==> src/rtl/flash_poll_pkg.sv <==
package flash_poll_pkg;

  typedef enum logic [2:0] {
    ST_IDLE   = 3'd0,
    ST_PAIR_A = 3'd1,
    ST_PAIR_B = 3'd2,
    ST_CHK_A  = 3'd3,
    ST_CHK_B  = 3'd4,
    ST_ABORT  = 3'd5
  } poll_st_t;

  typedef enum logic [1:0] {
    VD_NONE = 2'd0,
    VD_PASS = 2'd1,
    VD_FAIL = 2'd2
  } verdict_t;

  function automatic logic is_read_state(input poll_st_t s);
    return (s == ST_PAIR_A) || (s == ST_PAIR_B) || (s == ST_CHK_A) || (s == ST_CHK_B);
  endfunction

endpackage

==> src/rtl/poll_bit_tap.sv <==
module poll_bit_tap #(
  parameter int DATA_W     = 8,
  parameter bit SECTOR_BIT = 1'b0,
  parameter int STD_POS    = 6,
  parameter int SECT_POS   = 2,
  parameter int TMO_POS    = 5
) (
  input  logic [DATA_W-1:0] data,
  output logic              tgl_bit,
  output logic              tmo_bit
);
  generate
    if (SECTOR_BIT) begin : g_sector
      assign tgl_bit = data[SECT_POS];
    end else begin : g_std
      assign tgl_bit = data[STD_POS];
    end
  endgenerate

  assign tmo_bit = data[TMO_POS];
endmodule

==> src/rtl/poll_toggle_cmp.sv <==
module poll_toggle_cmp (
  input  logic clk,
  input  logic rst,
  input  logic clear,
  input  logic load,
  input  logic sample,
  output logic differs
);
  logic held_q;

  always_ff @(posedge clk) begin
    if (rst || clear) begin
      held_q <= 1'b0;
    end else if (load) begin
      held_q <= sample;
    end
  end

  assign differs = held_q ^ sample;
endmodule

==> src/rtl/poll_ctrl.sv <==
module poll_ctrl
  import flash_poll_pkg::*;
(
  input  logic     clk,
  input  logic     rst,
  input  logic     start,
  input  logic     rd_ack,
  input  logic     rst_cmd_ack,
  input  logic     differs,
  input  logic     tmo_bit,
  output poll_st_t st,
  output logic     cap,
  output logic     clr,
  output verdict_t verdict
);
  poll_st_t nxt;

  always_comb begin
    nxt     = st;
    cap     = 1'b0;
    clr     = 1'b0;
    verdict = VD_NONE;
    if (start) begin
      nxt = ST_PAIR_A;
      clr = 1'b1;
    end else begin
      case (st)
        ST_PAIR_A: if (rd_ack) begin
          cap = 1'b1;
          nxt = ST_PAIR_B;
        end
        ST_PAIR_B: if (rd_ack) begin
          if (!differs) begin
            verdict = VD_PASS;
            nxt     = ST_IDLE;
          end else if (tmo_bit) begin
            nxt = ST_CHK_A;
          end else begin
            nxt = ST_PAIR_A;
          end
        end
        ST_CHK_A: if (rd_ack) begin
          cap = 1'b1;
          nxt = ST_CHK_B;
        end
        ST_CHK_B: if (rd_ack) begin
          if (!differs) begin
            verdict = VD_PASS;
            nxt     = ST_IDLE;
          end else begin
            nxt = ST_ABORT;
          end
        end
        ST_ABORT: if (rst_cmd_ack) begin
          verdict = VD_FAIL;
          nxt     = ST_IDLE;
        end
        default: nxt = ST_IDLE;
      endcase
    end
  end

  always_ff @(posedge clk) begin
    if (rst) st <= ST_IDLE;
    else     st <= nxt;
  end
endmodule

==> src/rtl/poll_result.sv <==
module poll_result
  import flash_poll_pkg::*;
(
  input  logic     clk,
  input  logic     rst,
  input  verdict_t verdict,
  output logic     done,
  output logic     pass,
  output logic     fail
);
  always_ff @(posedge clk) begin
    if (rst) begin
      done <= 1'b0;
      pass <= 1'b0;
      fail <= 1'b0;
    end else begin
      done <= (verdict != VD_NONE);
      pass <= (verdict == VD_PASS);
      fail <= (verdict == VD_FAIL);
    end
  end
endmodule

==> src/rtl/flash_done_poller.sv <==
module flash_done_poller
  import flash_poll_pkg::*;
#(
  parameter int DATA_W     = 8,
  parameter bit SECTOR_BIT = 1'b0,
  parameter int STD_POS    = 6,
  parameter int SECT_POS   = 2,
  parameter int TMO_POS    = 5
) (
  input  logic              clk,
  input  logic              rst,
  input  logic              start,
  output logic              rd_req,
  input  logic              rd_ack,
  input  logic [DATA_W-1:0] rd_data,
  output logic              rst_cmd_req,
  input  logic              rst_cmd_ack,
  output logic              done,
  output logic              pass,
  output logic              fail
);
  localparam int MAX_POS = (STD_POS > SECT_POS) ? ((STD_POS > TMO_POS) ? STD_POS : TMO_POS)
                                                : ((SECT_POS > TMO_POS) ? SECT_POS : TMO_POS);

  initial begin
    if (MAX_POS >= DATA_W) $error("bit position outside the status word");
  end

  logic     tgl_bit, tmo_bit, differs, cap, clr;
  poll_st_t st;
  verdict_t verdict;

  poll_bit_tap #(
    .DATA_W(DATA_W), .SECTOR_BIT(SECTOR_BIT), .STD_POS(STD_POS),
    .SECT_POS(SECT_POS), .TMO_POS(TMO_POS)
  ) u_tap (
    .data(rd_data), .tgl_bit(tgl_bit), .tmo_bit(tmo_bit)
  );

  poll_toggle_cmp u_cmp (
    .clk(clk), .rst(rst), .clear(clr), .load(cap && rd_ack),
    .sample(tgl_bit), .differs(differs)
  );

  poll_ctrl u_ctrl (
    .clk(clk), .rst(rst), .start(start), .rd_ack(rd_ack),
    .rst_cmd_ack(rst_cmd_ack), .differs(differs), .tmo_bit(tmo_bit),
    .st(st), .cap(cap), .clr(clr), .verdict(verdict)
  );

  poll_result u_res (
    .clk(clk), .rst(rst), .verdict(verdict),
    .done(done), .pass(pass), .fail(fail)
  );

  assign rd_req      = is_read_state(st);
  assign rst_cmd_req = (st == ST_ABORT);
endmodule

==> config.mk <==
export PLATFORM = sky130hd
export DESIGN_NAME = flash_done_poller
export DESIGN_NICKNAME = d
export VERILOG_FILES = /design/src/rtl/flash_poll_pkg.sv /design/src/rtl/poll_bit_tap.sv /design/src/rtl/poll_toggle_cmp.sv /design/src/rtl/poll_ctrl.sv /design/src/rtl/poll_result.sv /design/src/rtl/flash_done_poller.sv
export SDC_FILE = /design/constraint.sdc
export NUM_CORES = 1
export LEC_CHECK = 0
export CORE_AREA = 2 2 39 41
export CTS_CLUSTER_DIAMETER = 30
export DETAILED_ROUTE_END_ITERATION = 7
export DIE_AREA = 0 0 41 43
export PLACE_DENSITY = 0.54
export RECOVER_POWER = 50
export SYNTH_ARGS = -nofsm -noshare
export SYNTH_HDL_FRONTEND = slang
export SYNTH_SLANG_ARGS = --single-unit
==> constraint.sdc <==
create_clock -name clk -period 2.5 [get_ports clk]
set_input_delay 0.625 -clock clk [delete_from_list [all_inputs] [get_ports clk]]
set_output_delay 0.625 -clock clk [all_outputs]
set_load 0.02 [all_outputs]
Word-level counts from Yosys, hierarchy flattened:

Cells that the tools add are included.

* bits in registers: 7
* input port bits: 13
* word-level logic and storage cells: 54

* eq/ne operators: 17
* multiplexer cells: 19
* bitwise gates (word level): 1
* reductions and logical operators: 11

Operators with widths (count)
* $mux 3: 7
* $pmux 3 s5: 1
* $ne 3x3->1 const B: 4
* $reduce_and 5->1: 2
* $mux 2: 4
* $ne 2x2->1 const B: 4
* $eq 3x2->1 const B: 2
* $eq 3x3->1 const B: 2
* $mux 1: 6
* $reduce_or 2->1: 3
* $logic_or 1x1->1: 4
* $pmux 2 s2: 1
* $eq 3x1->1 const B: 1
* $ne 3x2->1 const B: 1
* $eq 2x1->1 const B: 1
* $eq 2x2->1 const B: 1
* $ne 2x1->1 const B: 1
* $reduce_bool 2->1: 1
* $logic_and 1x1->1: 1
* $xor 1x1->1: 1

Depth between registers and ports, before layout:

* depth after elaboration: 6
* depth in mapped cells: 4

Hierarchy:

A second synthesis with hierarchy kept.

* cell total of the unflattened synthesis: 48
* area total of the unflattened synthesis: 439.2 um^2

Modules (own cells, without submodules)
* poll_ctrl: instances 1, cells each 31, area each 261.5 um^2, sequential area each 60.1 um^2
* poll_result: instances 1, cells each 6, area each 85.1 um^2, sequential area each 60.1 um^2
* poll_toggle_cmp: instances 1, cells each 4, area each 48.8 um^2, sequential area each 20.0 um^2
* flash_done_poller: instances 1, cells each 5, area each 28.8 um^2, sequential area each 0.0 um^2
* poll_bit_tap: instances 1, cells each 2, area each 15.0 um^2, sequential area each 0.0 um^2

Worst setup path after synthesis:

No wires, ideal clock.

* path kind: reg-to-output
* start point: register u_ctrl.st[0]
* end point: output rd_req
* arrival time: 1.007 ns
* data required time: 1.875 ns
* slack: 0.868 ns
* cell stages (with the launch flop): 4
* path through: dfxtp_1 clkbuf_1 nor2_1 xnor2_1

* word-level cells in the longest chain between the ends: 4

RTL lines
* start, declared: RTL line poll_ctrl.sv:11 `output poll_st_t st,`
* start signal, assigned: RTL line poll_ctrl.sv:65 `else st <= nxt;`
* $eq 3x1->1 / $eq 3x2->1 (equally long branches): RTL line flash_poll_pkg.sv:19 `return (s == ST_PAIR_A) || (s == ST_PAIR_B) || (s == ST_CHK_A) || (s == ST_CHK_B);`
* $logic_or 1x1->1 (2 in series): RTL line flash_poll_pkg.sv:19
* $logic_or 1x1->1 (*): RTL line flash_poll_pkg.sv:19
* end, declared: RTL line flash_done_poller.sv:13 `output logic rd_req,`

Mark *: on every way between the ends. The rest lies on a longest branch, timed or not.

Worst setup path after layout:

* start point: register u_ctrl.st[2]
* end point: output rst_cmd_req

* word-level cells in the longest chain between the ends: 1

RTL lines
* $eq 3x3->1: RTL line flash_done_poller.sv:57 `assign rst_cmd_req = (st == ST_ABORT);`
* end, declared: RTL line flash_done_poller.sv:16 `output logic rst_cmd_req,`

Every way passes these cells.

==> impl_metrics.ini <==
[placed_design]
portBuffers = 11
hpwl_um = 536
place_congestion = 0.674
place_ws_ns = 0.492

[critical_path]
crit_slowest_cell = clkdlybuf4s50_1
r2r_cells = 3
timing_worst_setup_path_type = reg2out
critical-path-max-stage-delay_ns = 0.59
crit_family = buffers and inverters
path_depth = 3
cp.required_ns = 1.88
r2r_start = u_ctrl.st[2]$_SDFFE_PP0P_
critPathMaxFanout = 8
critPathArrivalTime_ns = 1.63
timing.critical_path.to_type = output port
cp_cell_sequence = and2b_2, and2_1, clkdlybuf4s50_1
critPathBufInv = 1
worst_r2r_endpoint = u_res.done$_SDFF_PP0_
rrSetupSlack_ns = 1.13
startpoint_type = register

[finish]
final_common_cell = clkdlybuf4s50_1
final_nets = 67
ff_latch_area_um2 = 140
final_cell_mix = 9 x clkdlybuf4s50_1, 7 x dfxtp_1, 5 x nor2_1, 4 x a21oi_1, 3 x clkbuf_4
multi_input_area_um2 = 178
finish.utilization_pct = 35.1
drive_above_1_share_pct = 9.43
diodes = 0
fillers = 155
area_delta_synth_final_pct = 43.7

[pwr]
p_leak_nw = 0.179
power_density_nw_per_um2 = 510
pwr-share-comb_pct = 11.4
seqPwrFrac_pct = 47.4
ir_drop_v = 0.000211
finalPower_mw = 0.248
internal-power_mw = 0.190
p_sw_mw = 0.0573
power_switching_share_pct = 23.1
clockPowerShare_pct = 41.1

[cts]
cts_tree = done
cts_sinks = 7
cts_buffers = 3
cts_resized = 0
clock_latency_ns = 0.25
cts_hold_buf = 0
root_buffer = clkbuf_4
clk_path_buf_depth = 2
htree_levels = 1
cts.reportedPaths.clkPinSlew_ns = 0.05
post_cts_buffers = 0

[sta]
rsz0062_at_grt = false
fin_tns_setup_ns = 0
fin_worst_skew_ns = 0.00408
finalHoldViolations = 0
tightestPinTransition_ns = 0.316
timing.fmax_ghz = 0.443
period_minus_slack_ns = 2.26
finalSetupViolations = 0
hold_slack_ns = 0.521
slew_violations = 0
slew_headroom_pct = 78.7
finalCritPeriodShare_pct = 90.3
worst_slack_ns = 0.242

[global_route]
use_met2_pct = 12.2
grt_pass1_wl_mm = 1.26
busiest_layer = met1
use_met3_pct = 7.33
antenna_found_initial = 0
track_usage_pct = 11.2
grt_pass1_vias = 290
grt_use_met1_pct = 14.8
grt_max_degree = 12
grt.overflow.total = 0

[synthesis]
yosysTopAreaCell = dfxtp_1
yosysSeqAreaShare_pct = 41.5
syn_area_um2 = 338
synth_area_leaders = dfxtp_1 41%, a21oi_1 5.9%, nor2_1 5.6%, xor2_1 5.2%, mux2i_1 3.0%
yosysWarnings = 0
synthCells = 40
synth.ff_latch_count = 7
ys_types = 24
syn_nets = 53
synth.avg_cell_area_um2 = 8.45
netlist.area_leader.share_pct = 41.5

[route]
wire_per_inst_um = 10.5
drc = 0
vias = 310
via_per_inst = 4.49
drt_first_iter_violations = 9
drtAntennaViolNets = 0
first_pass_iters = 4
drt_wl_total_um = 723

[die]
coreArea_um2 = 1380
die_h_um = 43
start_util_pct = 24.4
rows = 14
fp.dieW_um = 41
ioPinCount = 18
dieArea_um2 = 1760

[hold_path]
min_from = u_cmp.held_q$_SDFFE_PP0P_
min_path_type = reg2reg
worst_hold_path.endpoint = u_cmp.held_q$_SDFFE_PP0P_
hold_path_depth = 2

[status]
status = completed

[run]
drv_cap = 0
-- worst reg2reg max path, cell delays in order (launching register included) --
cell and delay (ns):
dfxtp_1 0.47, xor2_1 0.22, or4b_1 0.48, a21oi_1 0.13
-- per-layer routing --
layer	share of wire (%)	wire length, um
met5	0	0
met4	2.2	16
met3	10	75
met2	42	302
met1	46	329
-- cell type report --
cell class	count	share of cell area [%]
multi-input cells	28	36.6
repair buffers	12	23.5
inverters	2	1.55
flip-flops and latches	7	28.9
well taps	16	4.12
clock buffers	4	5.41
-- power groups by stage --
stage / registers, mW / logic [mW] / clock network (mW)
6_report: 0.117 / 0.0283 / 0.102
5_1_grt: 0.118 / 0.0314 / 0.113
4_1_cts: 0.117 / 0.0301 / 0.108
3_5_place_dp: 0.120 / 0.0299 / 0
3_3_place_gp: 0.120 / 0.0304 / 0
2_1_floorplan: 0.117 / 0.0152 / 0
-- kinds of logic (layout without fill, tap and decap cells) --
kind of cell	Yosys count	after routing	share of synthesized area [%]
flops	7	7	41.5
simple gates	16	16	27.4
mux	1	1	2.96
buf+inv	5	18	5.92
compound gates	8	8	14.4
xor+xnor	3	3	7.78
-- state kept, by name, summed over array words and instances, names as in the netlist --
signal	count
u_ctrl.st	3
u_cmp.held_q	1
u_res.done	1
u_res.fail	1
u_res.pass	1
-- how the worst max path moves through the flow --
stage	from	end	slack (ns)
after floorplan	u_ctrl.st[0]$_SDFFE_PP0P_	rd_req	0.87
after global placement	u_ctrl.st[2]$_SDFFE_PP0P_	rst_cmd_req	0.49
after detailed placement	u_ctrl.st[2]$_SDFFE_PP0P_	rst_cmd_req	0.49
after CTS	u_ctrl.st[1]$_SDFFE_PP0P_	rst_cmd_req	0.22
after global routing	u_ctrl.st[2]$_SDFFE_PP0P_	rst_cmd_req	0.13
final	u_ctrl.st[2]$_SDFFE_PP0P_	rst_cmd_req	0.24
-- per-stage QoR --
| stage | std cells | cell area (um2) |
|---|---|---|
| final | 69 | 485 |
| after global routing | 69 | 485 |
| after CTS | 69 | 489 |
| after detailed placement | 65 | 463 |
| after global placement | 65 | 463 |
| after floorplan | 40 | 338 |
-- Yosys cell counts --
| cell | instances |
|---|---|
| o311ai_1 | 1 |
| a31oi_1 | 1 |
| nand2_1 | 2 |
| or2_2 | 1 |
| nor2_1 | 5 |
| and2b_2 | 1 |
| nor3b_1 | 1 |
| nor4_1 | 1 |
| a41oi_1 | 1 |
| xnor2_1 | 1 |
| mux2i_1 | 1 |
| nand4b_1 | 1 |
| buf_2 | 1 |
| nand3_1 | 1 |
| a21oi_1 | 4 |
| nand3b_1 | 1 |
| o21ai_0 | 1 |
| clkbuf_1 | 2 |
| dfxtp_1 | 7 |
| or4b_1 | 1 |
| clkinv_1 | 1 |
| and2_1 | 1 |
| inv_1 | 1 |
| xor2_1 | 2 |
(Power assumes the default switching activity.)
